==> config.mk <==
export PLATFORM = sky130hd
export DESIGN_NAME = tx_ifg_timer
export DESIGN_NICKNAME = d
export VERILOG_FILES = /design/src/rtl/ifg_pkg.sv /design/src/rtl/ifg_cfg_reg.sv /design/src/rtl/ifg_gap_clamp.sv /design/src/rtl/ifg_gap_fsm.sv /design/src/rtl/tx_ifg_timer.sv
export SDC_FILE = /design/constraint.sdc
export NUM_CORES = 1
export LEC_CHECK = 0
export CAP_MARGIN = 20
export CORE_ASPECT_RATIO = 2
export CORE_MARGIN = 2
export CORE_UTILIZATION = 38
export CTS_CLUSTER_SIZE = 30
export DETAILED_ROUTE_END_ITERATION = 10
export GPL_ROUTABILITY_DRIVEN = 0
export PLACE_DENSITY_LB_ADDON = 0.05
export SLEW_MARGIN = 20
export SYNTH_ARGS = -nofsm -noshare
export SYNTH_HDL_FRONTEND = slang
export SYNTH_SLANG_ARGS = --single-unit
==> constraint.sdc <==
create_clock -name clk -period 2.47 [get_ports clk]
set_input_delay 0.6175 -clock clk [delete_from_list [all_inputs] [get_ports clk]]
set_output_delay 0.6175 -clock clk [all_outputs]
set_load 0.02 [all_outputs]
==> src/rtl/ifg_pkg.sv <==
package ifg_pkg;
    typedef enum logic [1:0] {
        ST_READY = 2'd0,
        ST_BUSY  = 2'd1,
        ST_GAP   = 2'd2
    } ifg_state_t;
endpackage

==> src/rtl/ifg_cfg_reg.sv <==
module ifg_cfg_reg #(
    parameter int DATA_W = 32,
    parameter int GAP_W  = 8
) (
    input  logic              clk,
    input  logic              rst_n,
    input  logic              wr_en,
    input  logic [GAP_W-1:0]  wr_gap,
    output logic [GAP_W-1:0]  gap_val,
    output logic [DATA_W-1:0] rd_data
);
    localparam int PAD_W = DATA_W - GAP_W;

    always_ff @(posedge clk) begin
        if (!rst_n) begin
            gap_val <= '0;
        end else if (wr_en) begin
            gap_val <= wr_gap;
        end
    end

    // upper bits are not stored and read back as zero
    assign rd_data = {{PAD_W{1'b0}}, gap_val};
endmodule

==> src/rtl/ifg_gap_clamp.sv <==
module ifg_gap_clamp #(
    parameter int GAP_W   = 8,
    parameter int MIN_GAP = 12
) (
    input  logic             adj_en,
    input  logic [GAP_W-1:0] gap_val,
    output logic [GAP_W-1:0] eff_gap
);
    localparam logic [GAP_W-1:0] FLOOR = GAP_W'(MIN_GAP);

    always_comb begin
        if (adj_en && (gap_val >= FLOOR)) begin
            eff_gap = gap_val;
        end else begin
            eff_gap = FLOOR;
        end
    end
endmodule

==> src/rtl/ifg_gap_fsm.sv <==
module ifg_gap_fsm
    import ifg_pkg::*;
#(
    parameter int GAP_W = 8
) (
    input  logic             clk,
    input  logic             rst_n,
    input  logic             frame_start,
    input  logic             frame_end,
    input  logic [GAP_W-1:0] eff_gap,
    output logic             start_ok
);
    ifg_state_t       state_q, state_d;
    logic [GAP_W-1:0] cnt_q;
    logic [GAP_W-1:0] gap_lat_q;
    logic             gap_done;

    assign gap_done = (cnt_q == gap_lat_q - GAP_W'(1));

    // state register
    always_ff @(posedge clk) begin
        if (!rst_n) begin
            state_q <= ST_READY;
        end else begin
            state_q <= state_d;
        end
    end

    // next state
    always_comb begin
        state_d = state_q;
        if (frame_end) begin
            state_d = ST_GAP;
        end else begin
            unique case (state_q)
                ST_READY: if (frame_start) state_d = ST_BUSY;
                ST_BUSY:  state_d = ST_BUSY;
                ST_GAP:   if (gap_done) state_d = ST_READY;
                default:  state_d = ST_READY;
            endcase
        end
    end

    // idle counter and gap capture
    always_ff @(posedge clk) begin
        if (!rst_n) begin
            cnt_q     <= '0;
            gap_lat_q <= '0;
        end else if (frame_end) begin
            cnt_q     <= '0;
            gap_lat_q <= eff_gap;
        end else if (state_q == ST_GAP) begin
            cnt_q <= cnt_q + GAP_W'(1);
        end
    end

    // outputs
    always_comb begin
        unique case (state_q)
            ST_READY: start_ok = 1'b1;
            ST_BUSY:  start_ok = 1'b0;
            ST_GAP:   start_ok = 1'b0;
            default:  start_ok = 1'b0;
        endcase
    end
endmodule

==> src/rtl/tx_ifg_timer.sv <==
module tx_ifg_timer #(
    parameter int DATA_W  = 32,
    parameter int GAP_W   = 8,
    parameter int MIN_GAP = 12
) (
    input  logic              clk,
    input  logic              rst_n,
    input  logic              reg_wr_en,
    input  logic [DATA_W-1:0] reg_wr_data,
    output logic [DATA_W-1:0] reg_rd_data,
    input  logic              gap_adj_en,
    input  logic              frame_start,
    input  logic              frame_end,
    output logic              start_ok
);
    logic [GAP_W-1:0] gap_val;
    logic [GAP_W-1:0] eff_gap;

    ifg_cfg_reg #(.DATA_W(DATA_W), .GAP_W(GAP_W)) u_cfg (
        .clk     (clk),
        .rst_n   (rst_n),
        .wr_en   (reg_wr_en),
        .wr_gap  (reg_wr_data[GAP_W-1:0]),
        .gap_val (gap_val),
        .rd_data (reg_rd_data)
    );

    ifg_gap_clamp #(.GAP_W(GAP_W), .MIN_GAP(MIN_GAP)) u_clamp (
        .adj_en  (gap_adj_en),
        .gap_val (gap_val),
        .eff_gap (eff_gap)
    );

    ifg_gap_fsm #(.GAP_W(GAP_W)) u_fsm (
        .clk         (clk),
        .rst_n       (rst_n),
        .frame_start (frame_start),
        .frame_end   (frame_end),
        .eff_gap     (eff_gap),
        .start_ok    (start_ok)
    );
endmodule

---- Yosys cells after proc, flatten, opt, wreduce, memory -nomap -nowiden ----
Cells that the tools add are included.
W data, S select, Z words.
word-level totals
  register bits ........................... 26
  output and inout port bits .............. 33
operators by class
  add/sub/neg operators ................... 2
  $lt $le $gt $ge ......................... 1
  equal/unequal tests ..................... 7
  multiplexer cells ....................... 6
  bitwise operators ....................... 1
  reduce and logical (&&, ||, !) cells .... 5
operators by type and width
  operator               count
  $add A8 B1 Y8 const B  1
  $eq A8 B8 Y1           1
  $ge A8 B4 Y1 const B   1
  $mux W8                1
  $sub A8 B1 Y8 const B  1
  $mux W2                3
  $pmux W2 S3            1
  $reduce_and A2 Y1      2
  $ne A3 B2 Y1 const B   1
  $ne A3 B3 Y1 const B   1
  $eq A2 B1 Y1 const B   1
  $eq A2 B2 Y1 const B   1
  $logic_not A2 Y1       1
  $ne A2 B1 Y1 const B   1
  $ne A2 B2 Y1 const B   1
  $reduce_or A2 Y1       1
  $logic_and A1 B1 Y1    1
  $mux W1                1
  $not A1 Y1             1

---- Depth between registers and ports, before layout ----
  depth in word-level cells ............... 5
  gate-level depth with buffers ........... 8
  depth with buffers taken out ............ 7

---- Cells and area by module ----
A second synthesis with hierarchy kept.
second synthesis, totals
  cell total of the unflattened synthesis .. 180
  area, all modules ....................... 1624.1 um^2
modules (own cells, without submodules)
  module         times used  cells an instance  area each (um^2)  seq. area each (um^2)
  ifg_gap_fsm    1           109                996.0             360.3
  ifg_cfg_reg    1           58                 545.5             160.2
  ifg_gap_clamp  1           13                 82.6              0.0

---- Worst setup path before layout ----
OpenSTA, ideal clock, no wires.
  path type ............................... reg2reg
  from .................................... register u_fsm.gap_lat_q[0]
  to ...................................... register u_fsm.state_q[1]
  arrival time ............................ 1.497 ns
  setup slack ............................. 0.841 ns
  stages on the path, launching flop included .. 8
  cell sequence ........................... dfxtp_1 > inv_1 > ha_1 > clkbuf_1 > nand2_1 > or4_4 > a211oi_2 > o211ai_1
between the ends
  cells in the longest elaborated chain, start to end .. 4
ends and longest elaborated chain
  what                                RTL line           RTL
  from (decl)                         ifg_gap_fsm.sv:15  logic [GAP_W-1:0] gap_lat_q;
  from (signal assigned)              ifg_gap_fsm.sv:51  gap_lat_q <= eff_gap;
  $sub A8 B1 Y8                       ifg_gap_fsm.sv:18  assign gap_done = (cnt_q == gap_lat_q - GAP_W'(1));
  $eq A8 B8 Y1                        ifg_gap_fsm.sv:18
  $ne A3 B2 Y1 (no source line)       -
  $reduce_and A2 Y1 (no source line)  -
  to (signal assigned)                ifg_gap_fsm.sv:25  state_q <= state_d;
  to (decl)                           ifg_gap_fsm.sv:13  ifg_state_t state_q, state_d;
Every way passes these cells.
A chain may end at the register's enable or synchronous reset.

---- Worst setup path after layout ----
  from .................................... register u_fsm.state_q[1]
  to ...................................... output port start_ok
between the ends
  cells in the longest elaborated chain, start to end .. 2
ends and longest elaborated chain
  what              RTL line            RTL
  $logic_not A2 Y1  ifg_gap_fsm.sv:59   unique case (state_q)
  $mux W1           ifg_gap_fsm.sv:59
  to (decl)         tx_ifg_timer.sv:14  output logic start_ok
Every way passes these cells.

==> flow_metrics.tcl <==
set metrics [dict create \
    synth_cells 168 \
    cts_buffer_depth 2 \
    row_count 31 \
    vias 1081 \
    arrival_ns 1.29 \
    finalSetupTns_ns 0 \
    area_growth_pct 14.30 \
    clock_skew_ns 0.005242 \
    start_util_pct 39.78 \
    synth.most_common_cell "dfxtp_1" \
    antenna_found_initial 0 \
    cap_violations 0 \
    die_y_um 90.91 \
    nNetsFinal 227 \
    seqPwrFrac_pct 52.7 \
    combPwrFrac_pct 19.6 \
    peakVddDrop_mv 0.2922 \
    dr.pass1.iters 4 \
    tritoncts "done" \
    yosys-top-cells-count "dfxtp_1 (26), buf_4 (24), nor2_1 (16)" \
    drive_above_1_share_pct 3.243 \
    totalWireLength_um 2891 \
    relSlewSlack_pct 63.67 \
    viasPerCell 4.620 \
    synth_xor_area_share_pct 9.154 \
    hold_slack_ns 0.4491 \
    avgSynthCellArea_um2 8.542 \
    internal_power_uw 615.6 \
    ys_types 30 \
    setup_viol 0 \
    crit_path_max_fanout 3 \
    p_sw_uw 245.3 \
    wire_per_inst_um 12.35 \
    port_buffers 22 \
    syn_area_um2 1435 \
    hpwlAfterDp_um 2366 \
    outcome "finished, final reports clean" \
    htreeDepth 1 \
    top_level_ports 71 \
    required_ns 1.85 \
    synth_edf_count 0 \
    finalHoldViolCount 0 \
    grt_pass1_vias 1029 \
    ys.flop_type "dfxtp_1" \
    startpoint_type "register" \
    ant_nets 0 \
    max_freq_ghz 0.5243 \
    drtIter0Drc 12 \
    yosysWarnings 0 \
    clk_pin_slew_ns 0.09 \
    cts-root-buf "clkbuf_8" \
    grt_pass1_wl_um 4650 \
    synth.area.top_cells "dfxtp_1 (36%), buf_4 (13%), mux2i_1 (6.3%), xnor2_1 (4.9%), nor2b_1 (4.4%)" \
    min_path_type "reg2reg" \
    critical_path_class "reg2out" \
    cp-end-kind "output port" \
    synthSimpleGateAreaFrac_pct 19.70 \
    worst_pin_slew_ns 0.5407 \
    drc 0 \
    p_per_area_nw_per_um2 524.9 \
    power_switching_share_pct 28.49 \
    die_area_um2 4314 \
    synth_mux_area_share_pct 6.277 \
    synth_compound_area_share_pct 11.07 \
    synth_top_family_by_area "simple AND/OR/NAND/NOR gates" \
    clock_latency_ns 0.27 \
    p_leak_uw 0.0006414 \
    nFillCells 382 \
    fp.coreArea_um2 3607 \
    clkSinkCount 26 \
    grt_usage_pct 14.74 \
    maxSlewViolCount 0 \
    finalInstanceArea_um2 1640 \
    die_x_um 47.46 \
    post-cts-setup-buffer-count 0 \
    yosys.area.top_type_share_pct 36.27 \
    grt_overflow 0 \
    grt_max_degree 14 \
    fin_crit_sh_pct 77.21 \
    ctsHoldBuffers 0 \
    cts_buffers 3 \
    postPlaceCellArea_um2 1599 \
    insertedDiodeCount 0 \
    synth_seq_cells 26 \
    clkPwrFrac_pct 27.7 \
    cts_resized 0 \
    synth-seq-area-share_pct 36.27 \
    rsz0062_at_grt "false" \
    period_minus_slack_ns 1.907 \
    async_reset_ff_share_pct 0 \
    synth_fa_ha_area_share_pct 1.744 \
    yosys.area.top_type "dfxtp_1" \
]
==> power groups by stage <==
| stage | logic (µW) | registers, µW | clock network (µW) |
|---|---|---|---|
| floorplan | 135 | 469 | 0 |
| global placement | 167 | 464 | 0 |
| detailed placement | 169 | 464 | 0 |
| CTS | 170 | 455 | 242 |
| global route | 184 | 457 | 260 |
| finish | 169 | 454 | 238 |
==> worst max-delay path, cell delays in order, from the launching register on <==
cell and delay (ns):
dfxtp_1 0.33, nor2_1 0.09, clkdlybuf4s50_1 0.60
==> placed cells by master (no fill, tap or decap) <==
master / Yosys / routed
or4_4: 1 / 1
nor4_1: 1 / 1
buf_4: 24 / 1
nor2b_1: 10 / 10
xor2_1: 7 / 7
a211oi_2: 1 / 1
or3_1: 2 / 2
nor2_1: 16 / 16
a21oi_1: 5 / 5
nand2_1: 10 / 10
o21ai_0: 8 / 8
a211oi_1: 1 / 1
and2_1: 1 / 1
inv_1: 3 / 3
dfxtp_1: 26 / 26
mux2i_1: 9 / 9
nand2b_1: 2 / 2
nand4_1: 4 / 4
nor3b_1: 1 / 1
nor3_1: 3 / 3
o211ai_1: 4 / 4
clkbuf_8: 0 / 3
ha_1: 2 / 2
nand3_1: 4 / 4
and3_1: 1 / 1
a22o_1: 5 / 5
xnor2_1: 8 / 8
clkdlybuf4s50_1: 0 / 22
conb_1: 1 / 24
==> layout make-up <==
cell class	count	area, µm²	share of cell area [%]
sequential	26	520.5	31.73
inverter	3	11.26	0.6865
clock buffer	3	41.29	2.517
timing repair buffer	23	227.7	13.88
tap	49	61.31	3.738
multi-input combinational	130	778.2	47.44
==> kinds of logic after synthesis <==
family	Yosys count
AOI/OAI and AO/OA	24
xor gates and xnor gates	15
adders and majority gates	2
buffers and inverters	35
DFF	26
muxes	9
other	1
and+or+nand+nor	56
==> final timing paths <==
| kind | from | end | slack, ns | cells after the start |
|---|---|---|---|---|
| max | u_fsm.state_q[1]$_SDFFE_PN0P_ | start_ok | 0.56 | 2 |
| min | u_fsm.state_q[1]$_SDFFE_PN0P_ | u_fsm.state_q[0]$_SDFFE_PP0P_ | 0.45 | 1 |
| max reg2reg | u_fsm.gap_lat_q[0]$_SDFFE_PN0P_ | u_fsm.state_q[1]$_SDFFE_PN0P_ | 0.66 | 6 |
| min reg2reg | u_fsm.state_q[1]$_SDFFE_PN0P_ | u_fsm.state_q[0]$_SDFFE_PP0P_ | 0.45 | 1 |
==> routing by layer <==
metal	track usage, %	wire, µm	up-vias
met3	2.400	86	5
met2	27.14	1712	23
met4	6.250	53	0
met1	14.46	1039	500
met5	0	0	-
li1	-	-	553
==> state kept, by name, indices dropped and copies added (netlist names) <==
name,flops
u_cfg.gap_val,8
u_fsm.cnt_q,8
u_fsm.gap_lat_q,8
u_fsm.state_q,2
==> per-stage QoR <==
step / worst slack, ns / cells / utilization [%] / total power, µW
CTS: 0.5427 / 234 / 45.47 / 866.7
finish: 0.5629 / 234 / 45.47 / 860.9
detailed placement: 0.3821 / 231 / 44.33 / 633.5
global route: 0.4987 / 234 / 45.47 / 901.9
floorplan: 0.8406 / 191 / - / 604.3
global placement: 0.3769 / 231 / 44.33 / 631.0
No activity file was read; power rests on OpenSTA's default activity.
